===== src/rtl/mtc_pkg.sv =====
package mtc_pkg;

  typedef struct packed {
    logic gt;
    logic lt;
  } verdict_t;

  // Fold a less significant verdict under a more significant one.
  // The upper verdict is assumed never to be (1,1).
  function automatic verdict_t fold_verdict(input verdict_t upper, input verdict_t lower);
    verdict_t r;
    r.gt = upper.gt | (~upper.lt & lower.gt);
    r.lt = upper.lt | (~upper.gt & lower.lt);
    return r;
  endfunction

  // Node count at tree level lv (level 0 = slices).
  function automatic int level_nodes(input int leaves, input int fanin, input int lv);
    int c;
    c = leaves;
    for (int i = 0; i < lv; i++) c = (c + fanin - 1) / fanin;
    return c;
  endfunction

  function automatic int tree_depth(input int leaves, input int fanin);
    int c;
    int d;
    c = leaves;
    d = 0;
    while (c > 1) begin
      c = (c + fanin - 1) / fanin;
      d++;
    end
    return d;
  endfunction

  // Index of the first node of level lv in the flat node vector.
  function automatic int level_base(input int leaves, input int fanin, input int lv);
    int s;
    s = 0;
    for (int i = 0; i < lv; i++) s += level_nodes(leaves, fanin, i);
    return s;
  endfunction

endpackage


===== src/rtl/mtc_slice4.sv =====
module mtc_slice4 (
  input  logic [3:0] a_i,
  input  logic [3:0] b_i,
  output logic [3:0] en_o,
  output logic       gt_o,
  output logic       lt_o
);
  logic [3:0] diff;
  assign diff = a_i ^ b_i;

  for (genvar i = 0; i < 4; i++) begin : g_bit
    if (i == 3) begin : g_top
      assign en_o[i] = diff[i];
    end else begin : g_low
      assign en_o[i] = diff[i] & ~|diff[3:i+1];
    end
  end

  assign gt_o = |(en_o & a_i);
  assign lt_o = |(en_o & b_i);
endmodule


===== src/rtl/mtc_merge.sv =====
module mtc_merge #(
  parameter int FI = 4
) (
  input  logic [FI-1:0] gt_i,   // index FI-1 is most significant
  input  logic [FI-1:0] lt_i,
  output logic          gt_o,
  output logic          lt_o
);
  import mtc_pkg::*;

  verdict_t acc;

  always_comb begin
    acc = '0;
    for (int i = FI - 1; i >= 0; i--) begin
      acc = fold_verdict(acc, verdict_t'({gt_i[i], lt_i[i]}));
    end
  end

  assign gt_o = acc.gt;
  assign lt_o = acc.lt;
endmodule


===== src/rtl/mag_tree_cmp.sv =====
module mag_tree_cmp #(
  parameter int W     = 32,
  parameter int FANIN = 4
) (
  input  logic [W-1:0] a_i,
  input  logic [W-1:0] b_i,
  output logic         gt_o,
  output logic         lt_o
);
  import mtc_pkg::*;

  localparam int LEAVES = W / 4;
  localparam int DEPTH  = tree_depth(LEAVES, FANIN);
  localparam int TOTAL  = level_base(LEAVES, FANIN, DEPTH + 1);

  if (W % 4 != 0 || W < 4) begin : g_width_bad
    $error("mag_tree_cmp: W must be a positive multiple of 4");
  end

  // Named internal events, observed by the bound checker.
  logic [W-1:0]      leaf_en;
  logic [LEAVES-1:0] leaf_gt;
  logic [LEAVES-1:0] leaf_lt;

  // Flat node storage: level 0 nodes first, root last.
  logic [TOTAL-1:0]  node_gt;
  logic [TOTAL-1:0]  node_lt;

  for (genvar k = 0; k < LEAVES; k++) begin : g_leaf
    mtc_slice4 u_slice (
      .a_i (a_i[4*k +: 4]),
      .b_i (b_i[4*k +: 4]),
      .en_o(leaf_en[4*k +: 4]),
      .gt_o(leaf_gt[k]),
      .lt_o(leaf_lt[k])
    );
  end

  assign node_gt[LEAVES-1:0] = leaf_gt;
  assign node_lt[LEAVES-1:0] = leaf_lt;

  for (genvar lv = 1; lv <= DEPTH; lv++) begin : g_lvl
    localparam int PREV_N    = level_nodes(LEAVES, FANIN, lv - 1);
    localparam int CUR_N     = level_nodes(LEAVES, FANIN, lv);
    localparam int PREV_BASE = level_base(LEAVES, FANIN, lv - 1);
    localparam int CUR_BASE  = level_base(LEAVES, FANIN, lv);
    for (genvar j = 0; j < CUR_N; j++) begin : g_node
      localparam int REM = PREV_N - j * FANIN;
      localparam int FI  = (REM < FANIN) ? REM : FANIN;
      mtc_merge #(.FI(FI)) u_merge (
        .gt_i(node_gt[PREV_BASE + j*FANIN +: FI]),
        .lt_i(node_lt[PREV_BASE + j*FANIN +: FI]),
        .gt_o(node_gt[CUR_BASE + j]),
        .lt_o(node_lt[CUR_BASE + j])
      );
    end
  end

  assign gt_o = node_gt[TOTAL-1];
  assign lt_o = node_lt[TOTAL-1];
endmodule


===== config.mk =====
export PLATFORM = sky130hd
export DESIGN_NAME = mag_tree_cmp
export DESIGN_NICKNAME = d
export VERILOG_FILES = /design/src/rtl/mtc_pkg.sv /design/src/rtl/mtc_slice4.sv /design/src/rtl/mtc_merge.sv /design/src/rtl/mag_tree_cmp.sv
export SDC_FILE = /design/constraint.sdc
export NUM_CORES = 1
export LEC_CHECK = 0
export BUFFER_PORTS_ARGS = -buffer_cell sky130_fd_sc_hd__buf_2
export CAP_MARGIN = 20
export CELL_PAD_IN_SITES_DETAIL_PLACEMENT = 1
export CELL_PAD_IN_SITES_GLOBAL_PLACEMENT = 1
export CORE_MARGIN = 10
export CORE_UTILIZATION = 31
export DETAILED_ROUTE_END_ITERATION = 8
export GPL_ROUTABILITY_DRIVEN = 0
export PLACE_DENSITY = 0.95
export REMOVE_ABC_BUFFERS = 1
export SYNTH_ARGS = -nofsm -noshare
export SYNTH_HDL_FRONTEND = slang
export SYNTH_SLANG_ARGS = --single-unit

===== constraint.sdc =====
create_clock -name vclk -period 4.33
set_input_delay 0.433 -clock vclk [all_inputs]
set_output_delay 0.433 -clock vclk [all_outputs]
set_load 0.02 [all_outputs]

== Word-level counts from Yosys, hierarchy flattened ==
Cells that the tools add are included.

* Bits of input ports: 64
* Flip-flop bits (word level): 0
* Output and inout port bits: 2
* Logic and storage cells: 146

* Reduce and logical (&&, ||, !) cells: 56
* Bitwise logic cells: 90

{| class="wikitable"
|+ Operators with widths
! cell !! count
|-
| AND 4 bit || 16
|-
| OR reduction 4 bit || 16
|-
| AND 1 bit || 38
|-
| XOR 4 bit || 8
|-
| logical NOT 1 bit || 24
|-
| OR reduction 3 bit || 8
|-
| OR reduction 2 bit || 8
|-
| inverter 1 bit || 14
|-
| OR 1 bit || 14
|}

== Longest topological paths before layout ==
Gate-level depths: netlist of the first run.

* Depth after elaboration: 18
* Gate-level depth with buffers: 9

== Cells and area by module ==
Synthesis of the first run repeated with hierarchy kept, for this count alone.

* Cell total of the unflattened synthesis: 198
* Area, all modules: 1338.8 um^2

{| class="wikitable"
|+ By module, submodules not included
! module !! sequential area each (um^2) !! cells each !! instances !! area each (um^2)
|-
| mtc_slice4 || 0.0 || 22 || 8 || 152.6
|-
| mtc_merge (g_lvl[1].g_node[0].u_merge ...) || 0.0 || 9 || 2 || 48.8
|-
| mtc_merge (g_lvl[2].g_node[0].u_merge) || 0.0 || 4 || 1 || 20.0
|}

== Worst setup path before layout of the first run ==
No wires, ideal clock.

* Path type: input to output
* Start: in a_i[15]
* End: out gt_o
* Setup slack: 1810 ps
* Stages: 8
* Arrival time: 2087 ps
* Data required time: 3897 ps
* Cells stage by stage: inv_1 ha_1 o21ai_0 o31ai_2 a211oi_1 nor3_1 nor4_1 o31ai_1

* Word-level cells in the longest chain between the ends: 17
* Elaborated cells between the ends (all ways): 30
* Those cells by class: bitwise (23); reduce/logical (7)

{| class="wikitable"
|+ Ends and longest elaborated chain
! element !! RTL line !! source
|-
| from (decl) || mag_tree_cmp.sv:5 || <nowiki>input logic [W-1:0] a_i,</nowiki>
|-
| XOR 4 bit || mtc_slice4.sv:9 || <nowiki>assign diff = a_i ^ b_i;</nowiki>
|-
| OR reduction 3 bit / OR reduction 2 bit (equally long branches) || mtc_slice4.sv:15 || <nowiki>assign en_o[i] = diff[i] & ~|diff[3:i+1];</nowiki>
|-
| logical NOT 1 bit || mtc_slice4.sv:15 ||
|-
| AND 1 bit || mtc_slice4.sv:15 ||
|-
| AND 4 bit || mtc_slice4.sv:20 || <nowiki>assign lt_o = |(en_o & b_i);</nowiki>
|-
| OR reduction 4 bit || mtc_slice4.sv:20 ||
|-
| inverter 1 bit || mtc_pkg.sv:12 || <nowiki>r.gt = upper.gt | (~upper.lt & lower.gt);</nowiki>
|-
| AND 1 bit || mtc_pkg.sv:12 ||
|-
| OR 1 bit || mtc_pkg.sv:12 ||
|-
| inverter 1 bit || mtc_pkg.sv:13 || <nowiki>r.lt = upper.lt | (~upper.gt & lower.lt);</nowiki>
|-
| AND 1 bit || mtc_pkg.sv:13 ||
|-
| OR 1 bit || mtc_pkg.sv:13 ||
|-
| inverter 1 bit || mtc_pkg.sv:12 ||
|-
| AND 1 bit || mtc_pkg.sv:12 ||
|-
| OR 1 bit (*) || mtc_pkg.sv:12 ||
|-
| AND 1 bit (*) || mtc_pkg.sv:12 ||
|-
| OR 1 bit (*) || mtc_pkg.sv:12 ||
|-
| to (decl) || mag_tree_cmp.sv:7 || <nowiki>output logic gt_o,</nowiki>
|}

Mark *: on every way between the ends. The rest lies on a longest branch, timed or not.

== Worst setup path in the final report of the first run ==
* Start: in a_i[11]
* End: out lt_o

* Word-level cells in the longest chain between the ends: 16
* Elaborated cells between the ends (all ways): 28
* Those cells by class: bitwise (21); reduce/logical (7)

{| class="wikitable"
|+ Ends and longest elaborated chain
! element !! RTL line !! source
|-
| XOR 4 bit || mtc_slice4.sv:9 ||
|-
| OR reduction 3 bit / OR reduction 2 bit (equally long branches) || mtc_slice4.sv:15 ||
|-
| logical NOT 1 bit || mtc_slice4.sv:15 ||
|-
| AND 1 bit || mtc_slice4.sv:15 ||
|-
| AND 4 bit || mtc_slice4.sv:20 ||
|-
| OR reduction 4 bit || mtc_slice4.sv:20 ||
|-
| AND 1 bit || mtc_pkg.sv:13 ||
|-
| OR 1 bit || mtc_pkg.sv:13 ||
|-
| inverter 1 bit || mtc_pkg.sv:12 ||
|-
| AND 1 bit || mtc_pkg.sv:12 ||
|-
| OR 1 bit || mtc_pkg.sv:12 ||
|-
| inverter 1 bit || mtc_pkg.sv:13 ||
|-
| AND 1 bit || mtc_pkg.sv:13 ||
|-
| OR 1 bit (*) || mtc_pkg.sv:13 ||
|-
| AND 1 bit (*) || mtc_pkg.sv:13 ||
|-
| OR 1 bit (*) || mtc_pkg.sv:13 ||
|-
| to (decl) || mag_tree_cmp.sv:8 || <nowiki>output logic lt_o</nowiki>
|}

Marks and branches as above.

==> reports/qor.yml, run 1 <==
setup_path:
  cp.required_ns: 3.90
  slowest_delay_ns: 0.33
  crit_path_max_fanout: 3
  crit_arrival_ns: 2.24
  crit_chain: "buf_2, inv_1, ha_1, inv_1, a2111oi_0, a311oi_1, a21oi_1, nor2_1, o311ai_2, a31o_1, buf_2"
  crit_path_start_kind: "input port"
  worst_setup_path_end_kind: "output pin"
  critPathSlowestCell: "a2111oi_0"
  worstSetupPathType: "input port to output pin"
synth:
  seq_area_frac_synth_pct: 0
  synth_area_per_cell_um2: 6.59
  syn_area_um2: 956
  syn_inst: 145
  yosys.area.top_type_share_pct: 20.9
  yosys-top-cells-count: "35 x inv_1, 16 x ha_1, 14 x nand2b_1, 14 x nor2b_1, 12 x a21oi_1"
  ys_types: 28
  synth_top_area_cell: "ha_1"
  synth.area.top_cells: "ha_1 21%, inv_1 14%, nand2b_1 9.2%, nor2b_1 9.2%, maj3_2 8.2%"
  yosysMostFrequentCell: "inv_1"
  yosys_warnings: 0
global_routing:
  grtUsageTotal_pct: 10.6
  antenna_found_initial: 0
  grt_pass1_wl_um: 5100
  grt_pass1_vias: 1334
  overflow: 0
  grt_max_degree: 5
min_path:
  min_path_type: "input port to output pin"
  hold_path_depth: 6
power:
  power_frac_seq_pct: 0
  powerDensity_mw_per_mm2: 97.7
  leakage_nw: 0.749
  peakVddDrop_v: 0.0000284
  total_power_mw: 0.130
  p_int_mw: 0.0644
  swShare_pct: 50.3
  pwr-share-comb_pct: 100.0
  clockPowerShare_pct: 0
  switchingPower_mw: 0.0652
detailed_routing:
  drc: 0
  viasPerCell: 4.98
  drt-initial-drc-count: 8
  wl_um: 3190
  drt_first_pass_iters: 4
  antenna_left: 0
  post_drt_wl_per_cell_um: 13.1
  via_count: 1214
floorplan:
  core_area_mm2: 0.00300
  die_area_mm2: 0.00570
  die_h_um: 75.5
  ios: 66
  fp-row-count: 20
  initial_utilization_pct: 31.8
  die_w_um: 75.5
timing:
  fin_setup_tns_ns: 0
  maxSlewHeadroom_pct: 76.5
  drv_slew: 0
  worst_pin_slew_ns: 0.343
  rsz0062_at_grt: "false"
  report.final.hold_viol_count: 0
  setup_violations: 0
  max_clock_freq_mhz: 375
  period_minus_slack_ns: 2.67
  min_period_over_period_pct: 61.6
final_layout:
  post-route-util_pct: 44.2
  final.clkbuf_count: 0
  ff_latch_area_um2: 0
  nets: 293
  drive_above_1_share_pct: 37.4
  syn2layout_area_growth_pct: 38.9
  diodes: 0
  n_fill_cell: 429
  seq_cells: 0
placed_design:
  hpwlAfterDp_um: 3110
  io_buffers: 66
clock_network:
  cts_setup_buffers: 0
  ctsResizeCount: 0
  postCtsHoldBufs: 0
flow_run:
  drv_cap: 0
status:
  outcome: "completed"
-- worst paths after layout --
kind	startpoint	slack [ns]	to
max	a_i[11]	1.66	lt_o
min	b_i[31]	1.48	gt_o
-- layout make-up --
| cell class | count | area, µm² | share of cell area, % |
|---|---|---|---|
| tap | 33 | 41.3 | 3.11 |
| timing repair buffer | 66 | 330 | 24.9 |
| multi-input combinational | 110 | 825 | 62.1 |
| inverter | 35 | 131 | 9.90 |
-- metal layers --
metal  global-route usage [%]  routed length, µm  up-vias
met5                        0                  0        -
li1                         -                  -      629
met3                     2.60                283        0
met1                     10.6               1170      552
met2                     22.3               1730       33
met4                        0                  0        0
-- critical path, delay by kind of cell --
family                     cells  cell delay, ns
AOI/OAI and AO/OA              5            1.06
adders and majority gates      1            0.31
buffers and inverters          4            0.36
and+or+nand+nor                1            0.08
-- cell usage in the layout, fill, tap and decap left out, drive strengths merged --
cell type	n
buf	66
a31o	4
ha	16
o31ai	2
nor4	1
nor3	1
nand2	2
a311oi	1
nor2b	15
a2111oi	1
o21bai	2
o221ai	1
inv	35
a21oi	12
o21ai	13
o2111ai	1
o21a	1
nand2b	14
nor2	5
a221oi	1
o311ai	1
a211oi	1
maj3	8
a31oi	7
-- power by group through the flow --
stage	Combinational [mW]	Clock, mW	Sequential, mW
global placement	0.125	0	0
floorplan	0.0776	0	0
detailed placement	0.132	0	0
global route	0.149	0	0
CTS	0.132	0	0
finish	0.130	0	0
-- cells by family after synthesis --
| family | Yosys count | share of synthesized area [%] |
|---|---|---|
| and+or+nand+nor | 38 | 23.2 |
| AOI/OAI and AO/OA | 48 | 32.9 |
| buffers and inverters | 35 | 13.7 |
| adders and majority gates | 24 | 30.2 |
-- stage by stage --
stage | cell area (µm²) | cells | hold slack (ns) | setup slack, ns
2_1_floorplan | 956 | 145 | 1.28 | 1.81
3_3_place_gp | 1330 | 244 | 1.48 | 1.72
3_5_place_dp | 1330 | 244 | 1.50 | 1.64
4_1_cts | 1330 | 244 | 1.50 | 1.63
5_1_grt | 1330 | 244 | 1.55 | 1.43
6_report | 1330 | 244 | 1.48 | 1.66
(Power assumes the default switching activity.)
==> run 2, diff against run 1 <==
- CORE_UTILIZATION: 31 -> 28
- clock period: 4.33 -> 2.5 ns (I/O delays scaled with it)
==> reports/qor.yml, run 2 (synthesized netlist as in run 1, its figures left out) <==
placed_design:
  post-place-ws_ns: 0.135  # -1.51 ns
  hpwlAfterDp_um: 3070  # -1.3%
  io_buffers: 66  # unchanged
  postPlaceCellArea_mm2: 0.00134  # +1.2%
  place_inst: 257  # +5.3%
detailed_routing:
  wl_met1_um: 1280  # +9.2%
  drt_first_pass_iters: 4  # unchanged
  wl_um: 3180  # -0.35%
  viasPerCell: 4.71  # -5.4%
  antenna_left: 0  # unchanged
  dr_wl_met3_um: 289  # +2.1%
  drc: 0  # unchanged
  drt-initial-drc-count: 17  # +9
  wl_met2_um: 1610  # -7.2%
  route.top_layer_used: "met3"
  post_drt_wl_per_cell_um: 12.4  # -5.4%
  via_count: 1210  # -0.33%
timing:
  report.final.hold_viol_count: 0  # unchanged
  setup_slack_ns: 0.191  # -1.47 ns
  maxSlewHeadroom_pct: 74.3  # -2.2 points
  worst_pin_slew_ns: 0.383  # +0.0393 ns
  drv_slew: 0  # unchanged
  setup_violations: 0  # unchanged
  rsz0062_at_grt: "false"
  hold_ws_ns: 1.11  # -0.370 ns
  min_period_over_period_pct: 92.3
  period_minus_slack_ns: 2.31
  max_clock_freq_mhz: 433
  fin_setup_tns_ns: 0  # unchanged
setup_path:
  cp.required_ns: 2.25  # -1.65 ns
  crit_chain: "buf_2, inv_1, ha_1, inv_1, a2111oi_1, a311oi_1, a21oi_1, nor2_1, o311ai_2, a31o_1, buf_2"
  cpLargestDelayFamily: "compound AO/OA/AOI/OAI gates"
  worst_setup_path_end_kind: "output pin"
  worstSetupPathType: "input port to output pin"
  crit_arrival_ns: 2.06  # -0.18 ns
  critPathSlowestCell: "a2111oi_1"
  crit_cells: 11  # unchanged
  slowest_delay_ns: 0.35  # +0.02 ns
  crit_path_max_fanout: 3  # unchanged
  critPathBufInv: 4  # unchanged
  crit_path_start_kind: "input port"
floorplan:
  die_area_mm2: 0.00615  # +7.8%
  fp-row-count: 21  # +5.0%
  core_area_mm2: 0.00331  # +10%
  ios: 66  # unchanged
  die_h_um: 78.4  # +3.8%
  initial_utilization_pct: 28.9  # -3.0 points
  die_w_um: 78.4  # +3.8%
final_layout:
  multi_input_area_um2: 826  # +0.15%
  nets: 293  # unchanged
  drive_above_1_share_pct: 37.4  # unchanged
  stdcell_area_mm2: 0.00135  # +1.3%
  fin_cells: 257  # +5.3%
  post-route-util_pct: 40.6  # -3.6 points
  syn2layout_area_growth_pct: 40.7
  ff_latch_area_um2: 0  # unchanged
  n_fill_cell: 475  # +11%
  final_cell_mix: "66 x buf_2, 35 x inv_1, 16 x ha_1"
  seq_cells: 0  # unchanged
  final.clkbuf_count: 0  # unchanged
  layout_commonest_cell: "buf_2"
  diodes: 0  # unchanged
status:
  outcome: "completed"
global_routing:
  antenna_found_initial: 0  # unchanged
  overflow: 0  # unchanged
  grtUsageTotal_pct: 9.88  # -0.72 points
  grt_pass1_wl_um: 5420  # +6.2%
  grt_max_degree: 5  # unchanged
  grt_pass1_vias: 1363  # +2.2%
min_path:
  min_path_type: "input port to output pin"
  hold_path_depth: 6  # unchanged
flow_run:
  drv_cap: 0  # unchanged
clock_network:
  postCtsHoldBufs: 0  # unchanged
  cts_setup_buffers: 0  # unchanged
power:
  total_power_mw: 0.225  # +74%
  peakVddDrop_v: 0.0000614  # +120%
  leakage_nw: 0.749  # about the same
  powerDensity_mw_per_mm2: 167  # +71%
## run 2: where the power goes
group / switching (mW) / internal [mW] / total (mW)
clock network: 0 / 0 / 0
logic: 0.114 / 0.112 / 0.225
registers: 0 / 0 / 0
## run 2: layout make-up
cell class	instances	share of cell area, %
multi-input combinational	110	61.4
tap	46	4.28
timing repair buffer	66	24.6
inverter	35	9.77
## run 2: worst paths after layout
kind / to / start
worst max-delay path: lt_o / a_i[11]
worst min-delay path: gt_o / b_i[31]
## run 2: per-layer routing
metal  vias to the layer above  track usage [%]
li1                        629                -
met1                       539             10.2
met2                        42             19.7
met3                         0             3.42
met4                         0                0
met5                         -                0
## run 2: what timing repair did
item                                    in CTS  in global routing
endpoints found under the setup margin       0                  1
gates resized for setup                      0                  1
endpoints found under the hold margin        0                  0
## run 2: tightest hold or removal path: stages
cell,delay [ns]
buf_2,0.09
ha_1,0.13
a21oi_1,0.05
o21ai_1,0.10
o31ai_1,0.08
buf_2,0.16
==> run 3, diff against run 2 <==
- ABC_AREA: not set -> 1
- CORE_UTILIZATION: 28 -> 31
==> reports/qor.yml, run 3 <==
synth:
  synth_compound_area_share_pct: 11.7  # -21 points
  synth_top_area_cell: "nand2_1"
  yosys.area_share.simple_pct: 47.3  # +24 points
  yosys-top-cells-count: "83 x nand2_1, 74 x inv_1, 20 x nand3_1"
  ys_types: 21  # -25%
  syn_area_mm2: 0.00142  # +48%
  yosys_warnings: 0  # unchanged
  yosys.area.top_type_share_pct: 22.0  # +1.1 points
  synth_xor_area_share_pct: 3.71  # +3.7 points
  synth.area.top_cells: "nand2_1 22%, inv_1 20%, ha_1 14%, nand3_1 7.1%, nor2_1 4.8%"
  yosys.area_share.adder_pct: 14.1  # -16 points
  synth_mux_area_share_pct: 0  # unchanged
  syn_inst: 281  # +94%
  synth_area_per_cell_um2: 5.04  # -24%
  yosysMostFrequentCell: "nand2_1"
  synth_top_family_by_area: "simple AND/OR/NAND/NOR gates"
  seq_area_frac_synth_pct: 0  # unchanged
setup_path:
  crit_arrival_ns: 1.76  # -0.30 ns
  crit_chain: "buf_2, inv_1, ha_1, nand2_1, nor2_2, nand2_1, nor2_2, nor2_4, a21oi_2, nand2_1, inv_1, nand2_1, nand3_1, nand2_1, buf_2"
  crit_path_start_kind: "input port"
  cpMostUsedCell: "nand2_1"
  critPathSlowestCell: "ha_1"
  crit_path_max_fanout: 4  # +1
  cpLargestDelayFamily: "simple AND/OR/NAND/NOR gates"
  critPathBufInv: 4  # unchanged
  worst_setup_path_end_kind: "output pin"
  slowest_delay_ns: 0.34  # about the same
  worstSetupPathType: "input port to output pin"
  cp.required_ns: 2.25  # about the same
final_layout:
  diodes: 0  # unchanged
  seq_cells: 0  # unchanged
  layout_commonest_cell: "nand2_1"
  n_fill_cell: 674  # +42%
  syn2layout_area_growth_pct: 27.9
  ff_latch_area_um2: 0  # unchanged
  fin_cells: 399  # +55%
  nets: 429  # +46%
  stdcell_area_mm2: 0.00181  # +35%
  final.clkbuf_count: 0  # unchanged
  drive_above_1_share_pct: 28.8  # -8.6 points
  final_cell_mix: "83 x nand2_1, 74 x inv_1, 66 x buf_2"
detailed_routing:
  wl_um: 4440  # +40%
  viasPerCell: 4.53  # -3.8%
  drc: 0  # unchanged
  drt_first_pass_iters: 4  # unchanged
  post_drt_wl_per_cell_um: 11.1  # -10%
  drt-initial-drc-count: 24  # +7
  antenna_left: 0  # unchanged
  via_count: 1808  # +49%
floorplan:
  die_h_um: 87.6  # +12%
  initial_utilization_pct: 32.3  # +3.4 points
  die_area_mm2: 0.00767  # +25%
  ios: 66  # unchanged
  core_area_mm2: 0.00438  # +32%
  fp-row-count: 24  # +14%
  die_w_um: 87.6  # +12%
placed_design:
  hpwlAfterDp_um: 4290  # +40%
  postPlaceCellArea_mm2: 0.00181  # +35%
  place_inst: 399  # +55%
  io_buffers: 66  # unchanged
global_routing:
  grt_pass1_vias: 2055  # +51%
  grt_pass1_wl_um: 7910  # +46%
  grt_max_degree: 5  # unchanged
  antenna_found_initial: 0  # unchanged
  grtUsageTotal_pct: 11.5  # +1.6 points
  overflow: 0  # unchanged
timing:
  period_minus_slack_ns: 2.01  # -0.297 ns
  fin_setup_tns_ns: 0  # unchanged
  maxSlewHeadroom_pct: 78.5  # +4.2 points
  worst_pin_slew_ns: 0.319  # -0.0641 ns
  max_clock_freq_mhz: 497  # +15%
  rsz0062_at_grt: "false"
  drv_slew: 0  # unchanged
  min_period_over_period_pct: 80.5  # -12 points
  report.final.hold_viol_count: 0  # unchanged
  setup_violations: 0  # unchanged
power:
  p_int_mw: 0.140  # +25%
  power_frac_seq_pct: 0  # unchanged
  swShare_pct: 58.8  # +8.4 points
  powerDensity_mw_per_mm2: 188  # +12%
  peakVddDrop_v: 0.0000655  # +6.6%
  total_power_mw: 0.340  # +51%
  leakage_nw: 1.22  # +63%
  clockPowerShare_pct: 0  # unchanged
  switchingPower_mw: 0.200  # +76%
  pwr-share-comb_pct: 100.0  # about the same
status:
  outcome: "completed"
flow_run:
  drv_cap: 0  # unchanged
clock_network:
  cts_setup_buffers: 0  # unchanged
  ctsResizeCount: 0  # unchanged
  postCtsHoldBufs: 0  # unchanged
min_path:
  min_path_type: "input port to output pin"
run 3: cell types whose count changed after synthesis, moves of 7 or more:
cell      change
nor2_2        +8
a21oi_1       -8
maj3_2        -7
nand2_1      +81
inv_2         +9
nand2b_1     -14
a31oi_1       -7
nor2_1       +13
inv_1        +39
nand3_1      +20
nor2b_1      -14
run 3: final cells by class:
type	count	area (µm²)	share of cell area, %
multi-input combinational	194	1090	60.2
inverter	87	327	18.0
timing repair buffer	66	330	18.2
tap	52	65.1	3.59
run 3: path summary, 6_finish.rpt:
| check | from | end | slack (ns) | cells past startpoint |
|---|---|---|---|---|
| worst min-delay path | a_i[16] | lt_o | 1.05 | 7 |
| worst max-delay path | a_i[15] | lt_o | 0.49 | 15 |
run 3: power groups by stage:
stage | sequential [mW] | clock (mW) | combinational, mW
after global placement | 0 | 0 | 0.327
final | 0 | 0 | 0.340
after CTS | 0 | 0 | 0.348
after detailed placement | 0 | 0 | 0.346
after floorplan | 0 | 0 | 0.223
after global routing | 0 | 0 | 0.397
run 3: layer usage:
metal	GRT usage, %	vias to the layer above	share of wire, %
met4	0	0	0
met2	23.5	39	52
met1	12.4	799	41
met3	2.32	0	6.6
li1	-	970	-
met5	0	-	0
run 3: per-stage QoR:
stage               setup slack (ns)  utilization, %  hold WS (ns)
finish                         0.489            41.3          1.05
detailed placement             0.469            41.3          1.07
global placement               0.556            41.3          1.06
global route                   0.288            41.3          1.11
CTS                            0.468            41.3          1.08
floorplan                      0.803               -         0.852
run 3: cells by family after synthesis:
| family | after synthesis |
|---|---|
| AO/OA/AOI/OAI | 24 |
| adder cells (fa/ha/maj) | 16 |
| AND/OR/NAND/NOR | 148 |
| buffers and inverters | 87 |
| XOR/XNOR | 6 |
